## config.mk

```make
export PLATFORM = sky130hd
export DESIGN_NAME = cell_egress_unpacker
export DESIGN_NICKNAME = d
export VERILOG_FILES = /design/src/rtl/egress_unpack_pkg.sv /design/src/rtl/eu_word_fifo.sv /design/src/rtl/eu_read_seq.sv /design/src/rtl/eu_byte_sel.sv /design/src/rtl/cell_egress_unpacker.sv
export SDC_FILE = /design/constraint.sdc
export NUM_CORES = 1
export LEC_CHECK = 0
export ABC_AREA = 1
export BUFFER_PORTS_ARGS = -buffer_cell sky130_fd_sc_hd__buf_2
export CAP_MARGIN = 20
export CORE_MARGIN = 5
export CORE_UTILIZATION = 50
export DETAILED_ROUTE_END_ITERATION = 8
export PLACE_DENSITY = 0.71
export REMOVE_ABC_BUFFERS = 1
export SYNTH_ARGS = -nofsm -noshare
export SYNTH_HDL_FRONTEND = slang
export SYNTH_SLANG_ARGS = --single-unit
```

## constraint.sdc

```tcl
create_clock -name clk -period 3.7 [get_ports clk]
set_input_delay 0.37 -clock clk [delete_from_list [all_inputs] [get_ports clk]]
set_output_delay 0.37 -clock clk [all_outputs]
set_load 0.005 [all_outputs]
```

## src/rtl/egress_unpack_pkg.sv

```systemverilog
// Shared constants for the cell egress unpacker.
// Assumes a 54-byte stored cell held as 16-bit words.
package egress_unpack_pkg;
    localparam int EU_WORD_W     = 16;  // buffer word width
    localparam int EU_ADDR_W     = 5;   // buffer word address width
    localparam int EU_CELL_WORDS = 27;  // words per stored cell
    localparam int EU_SKIP_POS   = 5;   // stored byte dropped in short mode
    localparam int EU_FIFO_DEPTH = 2;   // read-ahead words
endpackage

```

## src/rtl/eu_word_fifo.sv

```systemverilog
// Small word queue between buffer reads and the byte splitter.
// Assumes the caller never pushes when full nor pops when empty.
module eu_word_fifo #(
    parameter int W     = 16,
    parameter int DEPTH = 2
) (
    input  logic                         clk,
    input  logic                         rst_n,
    input  logic                         push,
    input  logic [W-1:0]                 din,
    input  logic                         pop,
    output logic [W-1:0]                 dout,
    output logic                         valid,
    output logic [$clog2(DEPTH+1)-1:0]   count
);
    localparam int PW = (DEPTH > 1) ? $clog2(DEPTH) : 1;
    localparam int CW = $clog2(DEPTH + 1);

    logic [W-1:0]  slot_q [DEPTH];
    logic [PW-1:0] wr_q, rd_q;
    logic [CW-1:0] cnt_q;

    // Storage, pointers and occupancy update.
    always_ff @(posedge clk) begin
        if (!rst_n) begin
            for (int i = 0; i < DEPTH; i++) slot_q[i] <= '0;
            wr_q  <= '0;
            rd_q  <= '0;
            cnt_q <= '0;
        end else begin
            if (push) begin
                slot_q[wr_q] <= din;
                wr_q <= (wr_q == PW'(DEPTH - 1)) ? '0 : wr_q + 1'b1;
            end
            if (pop) begin
                rd_q <= (rd_q == PW'(DEPTH - 1)) ? '0 : rd_q + 1'b1;
            end
            cnt_q <= cnt_q + CW'(push) - CW'(pop);
        end
    end

    // Head word and status outputs.
    always_comb begin
        dout  = slot_q[rd_q];
        valid = (cnt_q != '0);
        count = cnt_q;
    end
endmodule

```

## src/rtl/eu_read_seq.sv

```systemverilog
// Read sequencer: starts a cell when the user is ready and walks the
// word addresses in order. It issues a read whenever the queue plus the
// read in flight leaves room. Assumes a read returns data one cycle later.
module eu_read_seq #(
    parameter int ADDR_W     = 5,
    parameter int CELL_WORDS = 27,
    parameter int DEPTH      = 2,
    parameter int CNT_W      = 2
) (
    input  logic              clk,
    input  logic              rst_n,
    input  logic              usr_ready,
    input  logic              pass54,
    input  logic              cell_done,
    input  logic              pop,
    input  logic [CNT_W-1:0]  fifo_cnt,
    output logic              rd_en,
    output logic [ADDR_W-1:0] rd_addr,
    output logic              rd_pend,
    output logic              mode54
);
    localparam int OW = CNT_W + 1;
    localparam logic [ADDR_W-1:0] LAST = ADDR_W'(CELL_WORDS - 1);

    logic              busy_q, done_q, pend_q, mode_q;
    logic [ADDR_W-1:0] addr_q;
    logic [OW-1:0]     occ;

    // Words held or in flight after this cycle's pop.
    always_comb begin
        occ   = OW'(fifo_cnt) + OW'(pend_q) - OW'(pop);
        rd_en = busy_q && !done_q && (occ < OW'(DEPTH));
    end

    // Cell start/end, address walk and read-in-flight tracking.
    always_ff @(posedge clk) begin
        if (!rst_n) begin
            busy_q <= 1'b0;
            done_q <= 1'b0;
            pend_q <= 1'b0;
            mode_q <= 1'b0;
            addr_q <= '0;
        end else begin
            pend_q <= rd_en;
            if (rd_en) begin
                if (addr_q == LAST) begin
                    addr_q <= '0;
                    done_q <= 1'b1;
                end else begin
                    addr_q <= addr_q + 1'b1;
                end
            end
            if (!busy_q && usr_ready) begin
                busy_q <= 1'b1;
                mode_q <= pass54;
            end else if (cell_done) begin
                busy_q <= 1'b0;
                done_q <= 1'b0;
            end
        end
    end

    assign rd_addr = addr_q;
    assign rd_pend = pend_q;
    assign mode54  = mode_q;
endmodule

```

## src/rtl/eu_byte_sel.sv

```systemverilog
// Byte splitter: presents one byte of the head word at a time, upper
// half first. It advances on enabled cycles and skips the duplicate
// header byte in short mode. Assumes the head word is valid whenever
// the queue reports it so.
module eu_byte_sel #(
    parameter int BYTE_W     = 8,
    parameter int CELL_BYTES = 54,
    parameter int SKIP_POS   = 5,
    parameter int BIDX_W     = 6
) (
    input  logic                clk,
    input  logic                rst_n,
    input  logic [2*BYTE_W-1:0] head,
    input  logic                head_valid,
    input  logic                en_n,
    input  logic                mode54,
    output logic                pop,
    output logic                cell_done,
    output logic [BYTE_W-1:0]   data,
    output logic                soc
);
    logic [BIDX_W-1:0] bidx_q;
    logic              send, skip_next;

    // Transfer, word-consume and end-of-cell decisions.
    always_comb begin
        send      = head_valid && !en_n;
        skip_next = !mode54 && (bidx_q == BIDX_W'(SKIP_POS - 1));
        pop       = send && (bidx_q[0] || skip_next);
        cell_done = send && (bidx_q == BIDX_W'(CELL_BYTES - 1));
    end

    // Stored-byte index of the byte being presented.
    always_ff @(posedge clk) begin
        if (!rst_n) begin
            bidx_q <= '0;
        end else if (send) begin
            if (cell_done)      bidx_q <= '0;
            else if (skip_next) bidx_q <= bidx_q + BIDX_W'(2);
            else                bidx_q <= bidx_q + BIDX_W'(1);
        end
    end

    // Byte lane select and start-of-cell marker.
    always_comb begin
        if (!head_valid)    data = '0;
        else if (bidx_q[0]) data = head[BYTE_W-1:0];
        else                data = head[2*BYTE_W-1:BYTE_W];
        soc = head_valid && (bidx_q == '0);
    end
endmodule

```

## src/rtl/cell_egress_unpacker.sv

```systemverilog
// Top level: reads stored cells word by word from a user buffer and
// sends them as bytes to a link-layer receive port. Single clock domain.
// Assumes the user raises usr_ready only with a complete cell stored.
module cell_egress_unpacker
    import egress_unpack_pkg::*;
#(
    parameter int WORD_W     = EU_WORD_W,
    parameter int ADDR_W     = EU_ADDR_W,
    parameter int CELL_WORDS = EU_CELL_WORDS,
    parameter int SKIP_POS   = EU_SKIP_POS,
    parameter int FIFO_DEPTH = EU_FIFO_DEPTH
) (
    input  logic                clk,
    input  logic                rst_n,
    input  logic                pass54,
    input  logic                usr_ready,
    output logic                buf_rd_en,
    output logic [ADDR_W-1:0]   buf_rd_addr,
    input  logic [WORD_W-1:0]   buf_rd_data,
    input  logic                link_en_n,
    output logic                link_clav,
    output logic                link_soc,
    output logic [WORD_W/2-1:0] link_data
);
    localparam int BYTE_W     = WORD_W / 2;
    localparam int CELL_BYTES = 2 * CELL_WORDS;
    localparam int BIDX_W     = $clog2(CELL_BYTES);
    localparam int CNT_W      = $clog2(FIFO_DEPTH + 1);

    logic              push, pop, head_valid, cell_done, mode54;
    logic [WORD_W-1:0] head;
    logic [CNT_W-1:0]  fifo_cnt;

    eu_read_seq #(
        .ADDR_W(ADDR_W), .CELL_WORDS(CELL_WORDS),
        .DEPTH(FIFO_DEPTH), .CNT_W(CNT_W)
    ) u_seq (
        .clk(clk), .rst_n(rst_n), .usr_ready(usr_ready), .pass54(pass54),
        .cell_done(cell_done), .pop(pop), .fifo_cnt(fifo_cnt),
        .rd_en(buf_rd_en), .rd_addr(buf_rd_addr), .rd_pend(push),
        .mode54(mode54)
    );

    eu_word_fifo #(.W(WORD_W), .DEPTH(FIFO_DEPTH)) u_fifo (
        .clk(clk), .rst_n(rst_n), .push(push), .din(buf_rd_data),
        .pop(pop), .dout(head), .valid(head_valid), .count(fifo_cnt)
    );

    eu_byte_sel #(
        .BYTE_W(BYTE_W), .CELL_BYTES(CELL_BYTES),
        .SKIP_POS(SKIP_POS), .BIDX_W(BIDX_W)
    ) u_sel (
        .clk(clk), .rst_n(rst_n), .head(head), .head_valid(head_valid),
        .en_n(link_en_n), .mode54(mode54), .pop(pop),
        .cell_done(cell_done), .data(link_data), .soc(link_soc)
    );

    assign link_clav = head_valid;
endmodule

```

# After elaboration in Yosys (flattened, before gate mapping)
# Memory sizes are Yosys's and may differ from the RTL's. A register that Yosys moved wholly into a read port is not among the register bits.
# Index checks and enable logic that the tools add are counted.
[totals] ff_bits=19 inputBits=21 mem_bits_rw=32 out_inout_bits=16 word_cells=62 mem_count=1
[mem_list] name="u_fifo.slot_q" depth=2 width=16 rd=1 rd_ports_with_merged_regs=1 write_ports=2 line_no="eu_word_fifo.sv:19" text="logic [W-1:0] slot_q [DEPTH];"
[op_classes] n_lt_le_gt_ge=1 reduce_logical=17 eq_ne=3 n_mux=22 add_sub_neg=9
[op_table] cell="1-bit 2-to-1 mux" count=16
[op_table] cell="16-bit 2-to-1 mux" count=1
[op_table] cell="8-bit 2-to-1 mux" count=2
[op_table] cell="16-bit OR reduction" count=1
[op_table] cell="6-bit 2-to-1 mux" count=2
[op_table] cell="1-bit logical AND" count=8
[op_table] cell="6-bit by 1-bit adder with 6-bit output, second input constant" count=1
[op_table] cell="6-bit by 2-bit adder with 6-bit output, second input constant" count=1
[op_table] cell="6-bit by 3-bit equality test with 1-bit output, second input constant" count=1
[op_table] cell="6-bit equality test, second input constant" count=1
[op_table] cell="6-bit zero test" count=1
[op_table] cell="5-bit by 1-bit adder with 5-bit output, second input constant" count=1
[op_table] cell="5-bit equality test, second input constant" count=1
[op_table] cell="5-bit 2-to-1 mux" count=1
[op_table] cell="1-bit zero test" count=4
[op_table] cell="2-bit nonzero test" count=2
[op_table] cell="2-bit by 1-bit adder with 3-bit output" count=1
[op_table] cell="3-bit by 2-bit < comparator with 1-bit output, second input constant" count=1
[op_table] cell="3-bit by 1-bit subtractor with 3-bit output" count=1
[op_table] cell="1-bit adder, second input constant" count=2
[op_table] cell="2-bit by 1-bit adder with 2-bit output" count=1
[op_table] cell="2-bit by 1-bit subtractor with 2-bit output" count=1
[op_table] cell="1-bit logical OR" count=1

# Depth between registers and ports, before layout
# Gate-level depths: netlist of the first run.
[depth] word_depth=10 mapped_depth=18 ltp_nobuf=17

# By module
# A second synthesis of the first run with hierarchy kept.
[unflattened] hier_cells=315 area_unflattened_um2=2822.7
[by_module_without_submodules] module="eu_word_fifo" cells_each=132 seq_area_each_um2=1061.0 instances=1 area_each_um2=1669.1
[by_module_without_submodules] module="eu_byte_sel" cells_each=101 seq_area_each_um2=120.1 instances=1 area_each_um2=598.1
[by_module_without_submodules] module="eu_read_seq" cells_each=82 seq_area_each_um2=180.2 instances=1 area_each_um2=555.5

# Worst setup path after synthesis of the first run
# Ideal clock, no wire load.
[synth_path] kind="reg2out" from="register u_sel.bidx_q[0]" to="output buf_rd_en" path_stages_with_launch=15 setup_slack_ps=754 required_time_ps=3330 t_arrival_ps=2576 n_path_buf=1 path_cell_list="dfxtp_1 -> inv_1 -> buf_2 -> ha_1 -> inv_1 -> nor2_1 -> nand3_4 -> a21oi_4 -> ha_1 -> inv_1 -> ha_1 -> fa_1 -> nor2_1 -> nand2_1 -> nor2_4"
[synth_between] elab_chain_len=7
[synth_rtl] element="from (decl)" line_no="eu_byte_sel.sv:22" text="logic [BIDX_W-1:0] bidx_q;"
[synth_rtl] element="from (signal assigned)" line_no="eu_byte_sel.sv:39" text="else if (skip_next) bidx_q <= bidx_q + BIDX_W'(2);"
[synth_rtl] element="from (signal assigned)" line_no="eu_byte_sel.sv:40" text="else bidx_q <= bidx_q + BIDX_W'(1);"
[synth_rtl] element="6-bit by 3-bit equality test with 1-bit output" line_no="eu_byte_sel.sv:28" text="skip_next = !mode54 && (bidx_q == BIDX_W'(SKIP_POS - 1));"
[synth_rtl] element="1-bit logical AND" line_no="eu_byte_sel.sv:28"
[synth_rtl] element="1-bit logical OR *" line_no="eu_byte_sel.sv:29" text="pop = send && (bidx_q[0] || skip_next);"
[synth_rtl] element="1-bit logical AND *" line_no="eu_byte_sel.sv:29"
[synth_rtl] element="via pop" line_no="cell_egress_unpacker.sv:30" text="logic push, pop, head_valid, cell_done, mode54;"
[synth_rtl] element="3-bit by 1-bit subtractor with 3-bit output *" line_no="eu_read_seq.sv:31" text="occ = OW'(fifo_cnt) + OW'(pend_q) - OW'(pop);"
[synth_rtl] element="via u_seq.occ[1]" line_no="eu_read_seq.sv:27" text="logic [OW-1:0] occ;"
[synth_rtl] element="3-bit by 2-bit < comparator with 1-bit output *" line_no="eu_read_seq.sv:32" text="rd_en = busy_q && !done_q && (occ < OW'(DEPTH));"
[synth_rtl] element="1-bit logical AND *" line_no="eu_read_seq.sv:32"
[synth_rtl] element="to (decl)" line_no="cell_egress_unpacker.sv:17" text="output logic buf_rd_en,"
# Mark *: on every way through the listed nets, which the timed path passes. The rest lies on a longest branch.

# Final worst setup path of the first run
[layout_path] from="register u_sel.bidx_q[1]" to="output buf_rd_en"
[layout_between] elab_chain_len=7
[layout_rtl] element="6-bit by 3-bit equality test with 1-bit output" line_no="eu_byte_sel.sv:28"
[layout_rtl] element="1-bit logical AND" line_no="eu_byte_sel.sv:28"
[layout_rtl] element="1-bit logical OR" line_no="eu_byte_sel.sv:29"
[layout_rtl] element="1-bit logical AND" line_no="eu_byte_sel.sv:29"
[layout_rtl] element="via pop" line_no="cell_egress_unpacker.sv:30"
[layout_rtl] element="3-bit by 1-bit subtractor with 3-bit output" line_no="eu_read_seq.sv:31"
[layout_rtl] element="via u_seq.occ[1]" line_no="eu_read_seq.sv:27"
[layout_rtl] element="3-bit by 2-bit < comparator with 1-bit output" line_no="eu_read_seq.sv:32"
[layout_rtl] element="1-bit logical AND" line_no="eu_read_seq.sv:32"
# The timed path passes the listed nets, and every way through them passes these cells.

==> impl_metrics.csv, run 1 <==
group,metric,value,unit
clocking,clock_latency,0.30,ns
logic_synthesis,synth_top_family_by_area,"simple AND/OR/NAND/NOR gates",
logic_synthesis,yosys-mux-area-fraction,0,%
floorplanning,initial_core_util,51.8,%
logic_synthesis,synth-edff-count,32,
logic_synthesis,avgSynthCellArea,8.31,um^2
setup_path,crit_path_max_fanout,9,
timing,finalCritPeriodShare,88.7,%
routing,firstDrtPassIters,4,
logic_synthesis,synth_area_leaders,"edfxtp_1 (36%), dfxtp_1 (15%), nor2_1 (12%)",
place,port_buffers,36,
logic_synthesis,ys_types,27,
global_routing,use_met2,30.8,%
clocking,cts_made_buffers,5,
routing,dr_total_vias,2113,
final_layout,drive_gt1_share,16.9,%
logic_synthesis,yosysSeqAreaShare,51.5,%
routing,wire_per_inst,12.3,um
clocking,postCtsHoldBufs,0,
final_layout,nets,385,
timing,grt_setup_unrepaired,"no",
logic_synthesis,synth_largest_area_cell,"edfxtp_1",
power,p_per_area,369,mW/mm^2
final_layout,area_delta_synth_final,12.4,%
final_layout,final_area,0.00297,mm^2
timing,relSlewSlack,49.7,%
clocking,cts_resized,0,
logic_synthesis,synth_top_area_share,36.3,%
timing,tns,0,ns
floorplanning,io_pins,37,
global_routing,grt_pass1_vias,2077,
clocking,post_cts_buffers,0,
logic_synthesis,yosys.area_share.simple,26.8,%
logic_synthesis,yosysWarnings,0,
setup_path,arrival,2.91,ns
logic_synthesis,synth_seq_cells,52,
routing,ant_nets,0,
timing,period_needed,3.28,ns
logic_synthesis,ys.flop_type,"edfxtp_1",
global_routing,grt_max_degree,19,
clocking,htreeDepth,2,
timing,hold_violations,0,
place,placed_area,0.00289,mm^2
floorplanning,core_area,0.00511,mm^2
global_routing,grt_overflow,0,
logic_synthesis,ys_top_cells_by_count,"nor2_1 (83), inv_1 (44), nand2_1 (43)",
clocking,clockBufferDepth,2,
clocking,clkSlewWorstSetupHoldPaths,0.09,ns
routing,drcViolationCount,0,
timing,timing.hold.ws,0.292,ns
timing,fmax,0.305,GHz
power,total_leakage_power,1.35,nW
routing,drt-total-wl,5240,um
routing,drt-initial-drc-count,116,
clocking,root_buffer,"clkbuf_8",
global_routing,met1_usage,20.8,%
timing,tightest_slew,0.752,ns
setup_path,cp.required,3.33,ns
setup_path,setup.worst_path.end_class,"output pin",
routing,viasPerCell,4.96,
logic_synthesis,synth_area,0.00264,mm^2
global_routing,grt-busiest-layer,"met2",
floorplanning,die_w,82.7,um
timing,fin_skew,0.00575,ns
timing,setup_viol,0,
logic_synthesis,synth_fa_ha_area_share,4.54,%
setup_path,crit_path_start_kind,"flop",
setup_path,critical_path_class,"flop to output pin",
final_layout,n_antenna_cell,0,
floorplanning,row_count,26,
global_routing,antenna_found_initial,0,
timing,slew_violations,0,
hold_path,hp-class,"primary input to flop",
job,maxCapViolCount,0,
logic_synthesis,yosys.cell_count.top_type,"nor2_1",
global_routing,grt.total_usage,17.3,%
clocking,cts_tree,"done",
global_routing,grt_pass1_wl,8960,um
place,place.gp.congestion,0.834,
logic_synthesis,synthCells,318,
logic_synthesis,synthXorXnorAreaFrac,0.994,%
clocking,clock_sinks,52,
logic_synthesis,async_flop_share,0,%
global_routing,grt_use_met3,4.23,%
power,power,1.10,mW
power,ir_worst_vdd,0.000200,V
floorplanning,die_area,0.00684,mm^2
floorplanning,die_h,82.7,um
run_status,status,"completed",
logic_synthesis,synth_compound_area_share,7.81,%
setup_path,reg2reg_slack,0.86,ns
place,hpwlAfterDp,3650,um
final timing paths:
kind / start / to / cells after the start
max: u_sel.bidx_q[1]$_SDFFE_PN0P_ / buf_rd_en / 14
min: pass54 / u_seq.mode54$_SDFFE_PN0P_ / 3
max reg2reg: u_sel.bidx_q[1]$_SDFFE_PN0P_ / u_seq.rd_addr[3]$_SDFFE_PN0N_ / 16
min reg2reg: u_fifo.wr_q$_SDFFE_PN0P_ / u_fifo.wr_q$_SDFFE_PN0P_ / 2
registers in the layout, indices dropped and copies added (netlist names), named ones only:
register	flops
u_fifo.slot_q	32
u_sel.bidx_q	6
u_seq.rd_addr	5
u_fifo.count	2
u_fifo.rd_q	1
u_fifo.wr_q	1
u_seq.busy_q	1
u_seq.done_q	1
u_seq.mode54	1
u_seq.rd_pend	1
placed cells by master (no fill, tap or decap), types with 4 or more instances in the layout:
master	count
buf_2	36
edfxtp_1	32
nor2_2	4
dfxtp_1	20
nor2_1	83
nand2_1	43
a21oi_1	18
ha_1	8
clkbuf_8	5
inv_1	44
nand3_1	16
o21ai_0	20
layout make-up:
type / count / area, um^2
clock buffers: 6 / 72.6
fillers: 504 / 2130
inverters: 47 / 176
well taps: 70 / 87.6
flip-flops and latches: 52 / 1360
clock inverters: 2 / 11.3
repair buffers: 39 / 203
multi-input cells: 210 / 1060
routing by layer:
layer / wire, um / part of all wire (%) / up-vias
met5: 0 / 0 / -
met4: 50 / 0.95 / 0
met3: 288 / 5.5 / 4
met2: 2620 / 50 / 44
met1: 2280 / 44 / 983
li1: - / - / 1082
report_power, final:
part           leakage, nW  internal [mW]  switching, mW
clock network       0.0388          0.132          0.181
logic                0.816         0.0469         0.0849
registers            0.494          0.641         0.0120
worst max-delay path, stage by stage (launching register included):
cell and delay (ns):
dfxtp_1 0.36, inv_1 0.09, ha_1 0.16, inv_1 0.04, nor2_1 0.16, nand3_4 0.16, a21oi_4 0.17, ha_1 0.24
inv_1 0.06, ha_1 0.15, fa_1 0.42, nor2_1 0.11, nand2_1 0.10, nor2_4 0.23, buf_2 0.16
logic make-up (layout without fill, tap and decap cells):
logic type	count (synthesis)	in the layout
and+or+nand+nor	159	159
buffers and inverters	56	94
DFF	52	52
AOI/OAI and AO/OA	39	39
adders and majority gates	9	9
xor gates and xnor gates	3	3
metrics by stage:
step	cells	setup WS (ns)	util, %
finish	426	0.419	58.2
global route	426	0.190	58.2
CTS	426	0.407	58.2
detailed placement	418	0.744	56.6
global placement	418	0.829	56.6
floorplan	309	0.671	-
Note: power is estimated with default switching activity, not from simulation.
==> run 2, diff against run 1 <==
--- a/config.mk
+++ b/config.mk
@@ -8,10 +8,12 @@
 export ABC_AREA = 1
 export BUFFER_PORTS_ARGS = -buffer_cell sky130_fd_sc_hd__buf_2
 export CAP_MARGIN = 20
+export CELL_PAD_IN_SITES_DETAIL_PLACEMENT = 1
+export CELL_PAD_IN_SITES_GLOBAL_PLACEMENT = 1
 export CORE_MARGIN = 5
-export CORE_UTILIZATION = 50
+export CORE_UTILIZATION = 42
 export DETAILED_ROUTE_END_ITERATION = 8
-export PLACE_DENSITY = 0.71
+export PLACE_DENSITY_LB_ADDON = 0.1
 export REMOVE_ABC_BUFFERS = 1
 export SYNTH_ARGS = -nofsm -noshare
 export SYNTH_HDL_FRONTEND = slang
==> run 2 against run 1 <==
  * Combinational power barely moved
  * Sequential power hardly changed
  * Clock power increased by 6%
  * Via count fell by 0.14%
  * Fmax shrank 1.4%
  * Sequential share of layout area is 0.34 points lower
  * Critical path depth did not move
  * Global-route usage is 1.3 points lower
  * First-iteration DRC count down 29%
  * Cell area increased by 0.76%
  * Total power increased by 1.9%
  * Routed wire length grew 12%
  * Critical path type unchanged
  * Largest power group unchanged
==> impl_metrics.csv, run 2 (synthesized netlist as in run 1, its figures left out) <==
group,metric,value,unit
power,ir_worst_vdd,0.000200,V
setup_path,cp.required,3.33,ns
hold_path,hp-class,"primary input to flop",
timing,period_needed,3.33,ns
timing,grt_setup_unrepaired,"no",
setup_path,crit_path_max_fanout,9,
routing,ant_nets,0,
timing,setup_viol,0,
routing,dr_total_vias,2110,
place,port_buffers,36,
timing,hold_violations,0,
global_routing,antenna_found_initial,0,
clocking,cts_resized,0,
timing,timing.hold.ws,0.294,ns
final_layout,mostFrequentLayoutCells,"nor2_1 (83), inv_1 (44), nand2_1 (43)",
global_routing,grt_pass1_wl,9670,um
power,p_per_area,373,mW/mm^2
clocking,clkSlewWorstSetupHoldPaths,0.10,ns
global_routing,grt.total_usage,16.0,%
floorplanning,core_area,0.00624,mm^2
setup_path,setup.worst_path.end_class,"output pin",
final_layout,drive_gt1_share,17.6,%
timing,tns,0,ns
routing,drcViolationCount,0,
final_layout,area_delta_synth_final,13.3,%
floorplanning,io_pins,37,
clocking,postCtsHoldBufs,0,
final_layout,regMostFlops,"u_fifo.slot_q",
routing,viasPerCell,4.86,
floorplanning,die_w,89.3,um
clocking,cts_tree,"done",
floorplanning,row_count,29,
clocking,clockBufferDepth,2,
final_layout,largest_register_ffs,32,
job,maxCapViolCount,0,
power,total_leakage_power,1.36,nW
final_layout,nets,386,
timing,slew_violations,0,
timing,fmax,0.300,GHz
routing,wire_per_inst,13.5,um
final_layout,n_antenna_cell,0,
clocking,post_cts_buffers,0,
setup_path,critical_path_class,"flop to output pin",
clocking,htreeDepth,2,
global_routing,grt_overflow,0,
clocking,clock_latency,0.31,ns
floorplanning,die_h,89.3,um
setup_path,arrival,2.96,ns
routing,drt-initial-drc-count,82,
global_routing,grt_max_degree,19,
routing,drt-total-wl,5870,um
timing,finalCritPeriodShare,90.0,%
timing,tightest_slew,0.767,ns
clocking,clock_sinks,52,
global_routing,grt_pass1_vias,2129,
timing,relSlewSlack,48.7,%
place,hpwlAfterDp,4240,um
floorplanning,initial_core_util,42.4,%
setup_path,crit_path_start_kind,"flop",
floorplanning,die_area,0.00798,mm^2
clocking,root_buffer,"clkbuf_8",
timing,fin_skew,0.0109,ns
place,place.gp.congestion,0.818,
routing,firstDrtPassIters,4,
run_status,status,"completed",
clocking,cts_made_buffers,5,
final_layout,final_common_cell,"nor2_1",
==> run 2: cell types whose count changed in the layout (fill, tap and decap cells not counted) <==
| cell | before | now |
|---|---|---|
| buf_4 | 3 | 4 |
| inv_6 | 0 | 1 |
| clkinv_2 | 0 | 1 |
| clkinv_1 | 1 | 0 |
| clkbuf_1 | 1 | 0 |
==> run 2: worst paths after layout <==
path	start	endpoint	slack (ns)	cells past startpoint
worst max-delay path	u_sel.bidx_q[1]$_SDFFE_PN0P_	buf_rd_en	0.37	14
worst min-delay path	pass54	u_seq.mode54$_SDFFE_PN0P_	0.29	3
worst max register to register	u_sel.bidx_q[1]$_SDFFE_PN0P_	u_seq.rd_addr[3]$_SDFFE_PN0N_	0.81	16
worst min register to register	u_fifo.wr_q$_SDFFE_PN0P_	u_fifo.wr_q$_SDFFE_PN0P_	0.50	2
==> run 2: critical path: stages (launching register included) <==
cell and delay, ns:
dfxtp_1 0.36, inv_1 0.10, ha_1 0.17, inv_1 0.05, nor2_1 0.16, nand3_4 0.15
a21oi_4 0.17, ha_1 0.25, inv_1 0.06, ha_1 0.15, fa_1 0.43, nor2_1 0.11
nand2_1 0.10, nor2_4 0.23, buf_2 0.16
==> run 2: routing by layer <==
layer,global-route usage [%],share of wire [%],vias up
li1,-,-,1083
met1,19.7,47,990
met2,28.0,48,28
met3,2.86,3.1,9
met4,5.55,1.7,0
met5,0,0,-
==> run 2: stage by stage <==
step	utilization, %	cell area [um^2]	cells	setup slack (ns)	power (mW)
3_3_place_gp	46.6	2910	426	0.791	0.799
4_1_cts	48.0	3000	434	0.330	1.13
3_5_place_dp	46.6	2910	426	0.693	0.804
5_1_grt	48.0	3000	434	0.156	1.17
2_1_floorplan	-	2600	309	0.671	0.745
6_report	48.0	3000	434	0.371	1.12
==> run 2: power breakdown <==
part | leakage, nW | internal [mW] | total (mW) | switching [mW]
Combinational | 0.820 | 0.0473 | 0.134 | 0.0866
Sequential | 0.494 | 0.641 | 0.653 | 0.0125
Clock | 0.0445 | 0.135 | 0.330 | 0.196
==> run 2: final cells by class <==
type | instances | area [um^2]
Inverter | 47 | 176
Clock buffer | 5 | 68.8
Timing Repair Buffer | 40 | 210
Clock inverter | 3 | 21.3
Fill cell | 785 | 3250
Tap cell | 77 | 96.3
Multi-Input combinational cell | 210 | 1060
Sequential cell | 52 | 1360
